File: config.mk
export PLATFORM = sky130hd
export DESIGN_NAME = irq_mask_ctl
export DESIGN_NICKNAME = d
export VERILOG_FILES = /design/src/rtl/irq_ctl_pkg.sv /design/src/rtl/irq_reg_decode.sv /design/src/rtl/irq_mask_bank.sv /design/src/rtl/irq_event_latch.sv /design/src/rtl/irq_out_gen.sv /design/src/rtl/irq_mask_ctl.sv
export SDC_FILE = /design/constraint.sdc
export NUM_CORES = 1
export LEC_CHECK = 0
export ABC_AREA = 1
export CORE_MARGIN = 5
export CORE_UTILIZATION = 50
export CTS_BUF_LIST = sky130_fd_sc_hd__clkbuf_8
export DETAILED_ROUTE_END_ITERATION = 16
export DONT_BUFFER_PORTS = 1
export PLACE_DENSITY = 0.71
export RECOVER_POWER = 100
export SLEW_MARGIN = 0
export SYNTH_ARGS = -nofsm -noshare
export SYNTH_HDL_FRONTEND = slang
export SYNTH_SLANG_ARGS = --single-unit
export TNS_END_PERCENT = 100
File: constraint.sdc
create_clock -name clk -period 1.2 [get_ports clk]
set_clock_uncertainty 0.15 [all_clocks]
set_input_delay 0.12 -clock clk [delete_from_list [all_inputs] [get_ports clk]]
set_output_delay 0.12 -clock clk [all_outputs]
set_load 0.01 [all_outputs]
File: src/rtl/irq_ctl_pkg.sv
package irq_ctl_pkg;

    localparam int unsigned SRC_COUNT  = 3;
    localparam int unsigned REG_DATA_W = 32;
    localparam int unsigned REG_ADDR_W = 4;

    // Byte offsets of the four registers
    localparam int unsigned OFS_RAW = 'h0;
    localparam int unsigned OFS_MSK = 'h4;
    localparam int unsigned OFS_SET = 'h8;
    localparam int unsigned OFS_CLR = 'hC;

    typedef enum logic [2:0] {
        SEL_NONE = 3'd0,
        SEL_RAW  = 3'd1,
        SEL_MSK  = 3'd2,
        SEL_SET  = 3'd3,
        SEL_CLR  = 3'd4
    } reg_sel_e;

endpackage

File: src/rtl/irq_reg_decode.sv
module irq_reg_decode
    import irq_ctl_pkg::*;
#(
    parameter int unsigned ADDR_W = REG_ADDR_W
) (
    input  logic [ADDR_W-1:0] addr,
    input  logic              wr_en,
    output reg_sel_e          sel,
    output logic              wr_raw,
    output logic              wr_set,
    output logic              wr_clr
);

    localparam logic [ADDR_W-1:0] A_RAW = ADDR_W'(OFS_RAW);
    localparam logic [ADDR_W-1:0] A_MSK = ADDR_W'(OFS_MSK);
    localparam logic [ADDR_W-1:0] A_SET = ADDR_W'(OFS_SET);
    localparam logic [ADDR_W-1:0] A_CLR = ADDR_W'(OFS_CLR);

    always_comb begin
        unique case (addr)
            A_RAW:   sel = SEL_RAW;
            A_MSK:   sel = SEL_MSK;
            A_SET:   sel = SEL_SET;
            A_CLR:   sel = SEL_CLR;
            default: sel = SEL_NONE;
        endcase
    end

    // The masked view is read-only; unmapped offsets take no write.
    always_comb begin
        wr_raw = wr_en && (sel == SEL_RAW);
        wr_set = wr_en && (sel == SEL_SET);
        wr_clr = wr_en && (sel == SEL_CLR);
    end

endmodule

File: src/rtl/irq_mask_bank.sv
module irq_mask_bank #(
    parameter int unsigned N_SRC = 3
) (
    input  logic             clk,
    input  logic             rst_n,
    input  logic             wr_set,
    input  logic             wr_clr,
    input  logic [N_SRC-1:0] wbits,
    output logic [N_SRC-1:0] mask_q
);

    typedef struct packed {
        logic [N_SRC-1:0] en;
    } bank_t;

    bank_t st_d, st_q;

    always_comb begin
        st_d = st_q;
        if (wr_set) begin
            st_d.en = st_q.en | wbits;
        end else if (wr_clr) begin
            st_d.en = st_q.en & ~wbits;
        end
    end

    always_ff @(posedge clk or negedge rst_n) begin
        if (!rst_n) begin
            st_q <= '0;
        end else begin
            st_q <= st_d;
        end
    end

    assign mask_q = st_q.en;

endmodule

File: src/rtl/irq_event_latch.sv
module irq_event_latch #(
    parameter int unsigned N_SRC = 3
) (
    input  logic             clk,
    input  logic             rst_n,
    input  logic [N_SRC-1:0] src_event,
    input  logic             wr_ack,
    input  logic [N_SRC-1:0] wbits,
    output logic [N_SRC-1:0] raw_q
);

    typedef struct packed {
        logic [N_SRC-1:0] pend;
    } latch_t;

    latch_t st_d, st_q;

    // One cell per source: a new event takes priority over a clearing write.
    for (genvar i = 0; i < N_SRC; i++) begin : g_cell
        always_comb begin
            if (src_event[i]) begin
                st_d.pend[i] = 1'b1;
            end else if (wr_ack && wbits[i]) begin
                st_d.pend[i] = 1'b0;
            end else begin
                st_d.pend[i] = st_q.pend[i];
            end
        end
    end

    always_ff @(posedge clk or negedge rst_n) begin
        if (!rst_n) begin
            st_q <= '0;
        end else begin
            st_q <= st_d;
        end
    end

    assign raw_q = st_q.pend;

endmodule

File: src/rtl/irq_out_gen.sv
module irq_out_gen #(
    parameter int unsigned N_SRC = 3
) (
    input  logic             clk,
    input  logic             rst_n,
    input  logic [N_SRC-1:0] raw,
    input  logic [N_SRC-1:0] mask,
    output logic [N_SRC-1:0] masked,
    output logic             irq_o
);

    typedef struct packed {
        logic req;
    } out_t;

    out_t st_d, st_q;

    always_comb begin
        masked   = raw & mask;
        st_d     = st_q;
        st_d.req = |masked;
    end

    always_ff @(posedge clk or negedge rst_n) begin
        if (!rst_n) begin
            st_q <= '0;
        end else begin
            st_q <= st_d;
        end
    end

    assign irq_o = st_q.req;

endmodule

File: src/rtl/irq_mask_ctl.sv
module irq_mask_ctl
    import irq_ctl_pkg::*;
#(
    parameter int unsigned ADDR_W = REG_ADDR_W,
    parameter int unsigned DATA_W = REG_DATA_W,
    parameter int unsigned N_SRC  = SRC_COUNT
) (
    input  logic              clk,
    input  logic              rst_n,
    input  logic [ADDR_W-1:0] reg_addr,
    input  logic              reg_wr_en,
    input  logic [DATA_W-1:0] reg_wdata,
    output logic [DATA_W-1:0] reg_rdata,
    input  logic [N_SRC-1:0]  src_event,
    output logic              irq_o
);

    localparam int unsigned PAD_W = DATA_W - N_SRC;

    reg_sel_e         sel;
    logic             wr_raw, wr_set, wr_clr;
    logic [N_SRC-1:0] mask_q;
    logic [N_SRC-1:0] raw_q;
    logic [N_SRC-1:0] masked;
    logic [N_SRC-1:0] wbits;
    logic             unused_wdata_hi;

    assign wbits           = reg_wdata[N_SRC-1:0];
    assign unused_wdata_hi = ^reg_wdata[DATA_W-1:N_SRC];

    irq_reg_decode #(.ADDR_W(ADDR_W)) u_dec (
        .addr   (reg_addr),
        .wr_en  (reg_wr_en),
        .sel    (sel),
        .wr_raw (wr_raw),
        .wr_set (wr_set),
        .wr_clr (wr_clr)
    );

    irq_mask_bank #(.N_SRC(N_SRC)) u_mask (
        .clk    (clk),
        .rst_n  (rst_n),
        .wr_set (wr_set),
        .wr_clr (wr_clr),
        .wbits  (wbits),
        .mask_q (mask_q)
    );

    irq_event_latch #(.N_SRC(N_SRC)) u_raw (
        .clk       (clk),
        .rst_n     (rst_n),
        .src_event (src_event),
        .wr_ack    (wr_raw),
        .wbits     (wbits),
        .raw_q     (raw_q)
    );

    irq_out_gen #(.N_SRC(N_SRC)) u_out (
        .clk    (clk),
        .rst_n  (rst_n),
        .raw    (raw_q),
        .mask   (mask_q),
        .masked (masked),
        .irq_o  (irq_o)
    );

    always_comb begin
        unique case (sel)
            SEL_RAW:          reg_rdata = {{PAD_W{1'b0}}, raw_q};
            SEL_MSK:          reg_rdata = {{PAD_W{1'b0}}, masked};
            SEL_SET, SEL_CLR: reg_rdata = {{PAD_W{1'b0}}, mask_q};
            default:          reg_rdata = '0;
        endcase
    end

endmodule

==> results.ini <==
[sta]
final_max_slew_viol_count=0
setup_viol=3
whs_ns=-0.009022
grt_setup_unrepaired=true
timing.final.crit_period_ns=1.237
fin_ws_ns=-0.03737
fin_crit_sh=1.031
hold_violations=3
tns_ns=-0.06970
timing.fmax_mhz=808.2

[pwr]
switching_share=0.2976
powerDensity_nw_per_um2=1057
p_leak_uw=0.0004599
power_frac_clock=0.383
p_seq_frac=0.357
worst_ir_drop_vdd_mv=0.7375
p_total_uw=823.9
p_sw_uw=245.1
p_int_uw=578.7
combPwrFrac=0.260

[logic_synthesis]
netlist_area_um2=674.4
yosysSeqAreaShare=0.2597
syn_inst=92
synth_cell_types=15
syn_avg_cell_area_um2=7.330
synth-warning-count=0
ys_seq_elements=7

[drt]
routed_wl_um=1339
ant_nets=0
drt_first_pass_iters=3
vias=541
drc=0
drtIter0Drc=9
wl_per_cell_um=10.54
avgViaCountPerCell=4.260

[worst_setup_path]
critPathRequiredTime_ns=0.93
path_class=flop to output port
cp_max_fo=3
endpoint_kind=output port
worst_ep_arrival_time_ns=0.97
worst_setup_path_start_kind=flop

[placement]
hpwlAfterDp_um=971.7
io_buffer_count=0
gp_congestion=0.8029

[cells_and_area]
fin_nets=155
diodes=0
layout-drive-gt1-share=0.1875
area_growth_pct=15.58

[clocking]
clk_latency_ns=0.22
tritoncts=done
numCtsBuffers=3
clock_path_buffers=2
clkSlewWorstSetupHoldPaths_ns=0.04
clkSinkCount=7
cts_max_level=1
cts-root-buf=clkbuf_8

[die]
die_y_um=46.73
die_x_um=46.73
die_area_um2=2183
initial_core_util=0.5248
num_rows=13
core_um2=1285
io_pins=75

[grt]
grt_first_pass_wirelength_um=1766
antenna_found_initial=0
grt_max_degree=13
grt_pass1_vias=420
track_usage=0.1169
grt_overflow=0

[worst_hold_path]
hold_path.class=primary input to flop

[outcome]
outcome=finished with violations
violations=negative hold slack, negative setup slack

[job]
maxCapViolCount=0

[through the flow]
step	hold slack, ns	utilization	setup slack (ns)	cell area [um^2]	instances
2_1_floorplan	-0.3256	-	0.2840	779.5	120
3_3_place_gp	-0.3254	0.4430	0.2053	569.3	105
3_5_place_dp	-0.3254	0.4430	0.1636	569.3	105
4_1_cts	-0.09818	0.5521	-0.006742	709.4	119
5_1_grt	0.02145	0.6066	-0.1244	779.5	127
6_report	-0.009022	0.6066	-0.03737	779.5	127
[worst max-delay path: stages (launching register included)]
cell and delay, ns:
dfrtp_1 0.39, nand2_2 0.08, inv_2 0.04, nand4_1 0.09, nand3_2 0.13
[logic make-up (layout without fill, tap and decap cells)]
family | count (synthesis) | count (layout) | synth area share
buf+inv | 41 | 33 | 0.4007
simple gates | 40 | 40 | 0.3117
other cells | 1 | 29 | 0.005561
flops | 7 | 7 | 0.2597
compound gates | 3 | 3 | 0.02226
[layout make-up]
class | count | area [um^2]
inverter | 11 | 41.29
multi-input combinational | 72 | 336.6
tap | 15 | 18.77
sequential | 7 | 175.2
fill | 124 | 505.5
clock buffer | 3 | 41.29
timing repair buffer | 18 | 162.7
clock inverter | 1 | 3.754
[routing by layer]
metal  GRT usage  part of all wire  routed length, um  up-vias
li1            -                 -                  -      271
met1      0.1200              0.38                503      244
met2      0.2088              0.51                682       24
met3     0.02344             0.097                130        2
met4     0.08287             0.017                 23        0
met5           0                 0                  0        -
[synth_stat cells]
cell type / number / area (um^2)
nor2_2: 2 / 12.51
nand3_2: 4 / 40.04
nand4_1: 6 / 37.54
buf_4: 29 / 217.7
nand2_2: 1 / 6.260
clkinv_1: 1 / 3.750
inv_1: 10 / 37.54
conb_1: 1 / 3.750
nor2_4: 1 / 11.26
o21ai_0: 3 / 15.01
nand3_1: 4 / 20.02
nand2_1: 21 / 78.83
buf_6: 1 / 11.26
nor2_1: 1 / 3.750
dfrtp_1: 7 / 175.2
[final timing paths]
check,start,endpoint,slack [ns],cells after the start
worst max-delay path,u_raw.raw_q[1],reg_rdata[1],-0.04,4
worst min-delay path,reg_addr[0],u_raw.raw_q[1],-0.009,4
worst max register to register,u_raw.raw_q[1],u_out.irq_o,0.15,4
worst min register to register,flop,flop,0.39,2
max in group asynchronous,rst_n,asynchronous set/reset pin,0.59,1
min in group asynchronous,rst_n,u_raw.raw_q[0],0.07,1
[cell usage in the layout, fill, tap and decap left out]
cell type	instances
clkinv_1	1
dfrtp_1	7
nand4_1	6
inv_1	10
clkbuf_8	3
nand2_2	2
nand3_1	4
nor2_1	1
dlygate4sd3_1	9
nand3_2	4
nand2_1	20
o21ai_0	3
dlymetal6s4s_1	1
nor2_2	2
nor2_4	1
buf_4	8
inv_2	1
conb_1	29
[power by group through the flow]
stage	combinational, uW	sequential (uW)	clock [uW]
finish	214	294	316
global route	239	296	340
CTS	179	294	327
detailed placement	129	297	0
global placement	126	296	0
floorplan	187	292	0
[repair_timing]
action                                  CTS  global route
gates resized for setup                   0             3
pin swaps                                 6             4
cloned                                    0             0
hold buffers                              8             2
endpoints found under the hold margin    13             3
endpoints found under the setup margin    3             5
setup buffers                             2             6
Power figures use the tool's default switching activity.
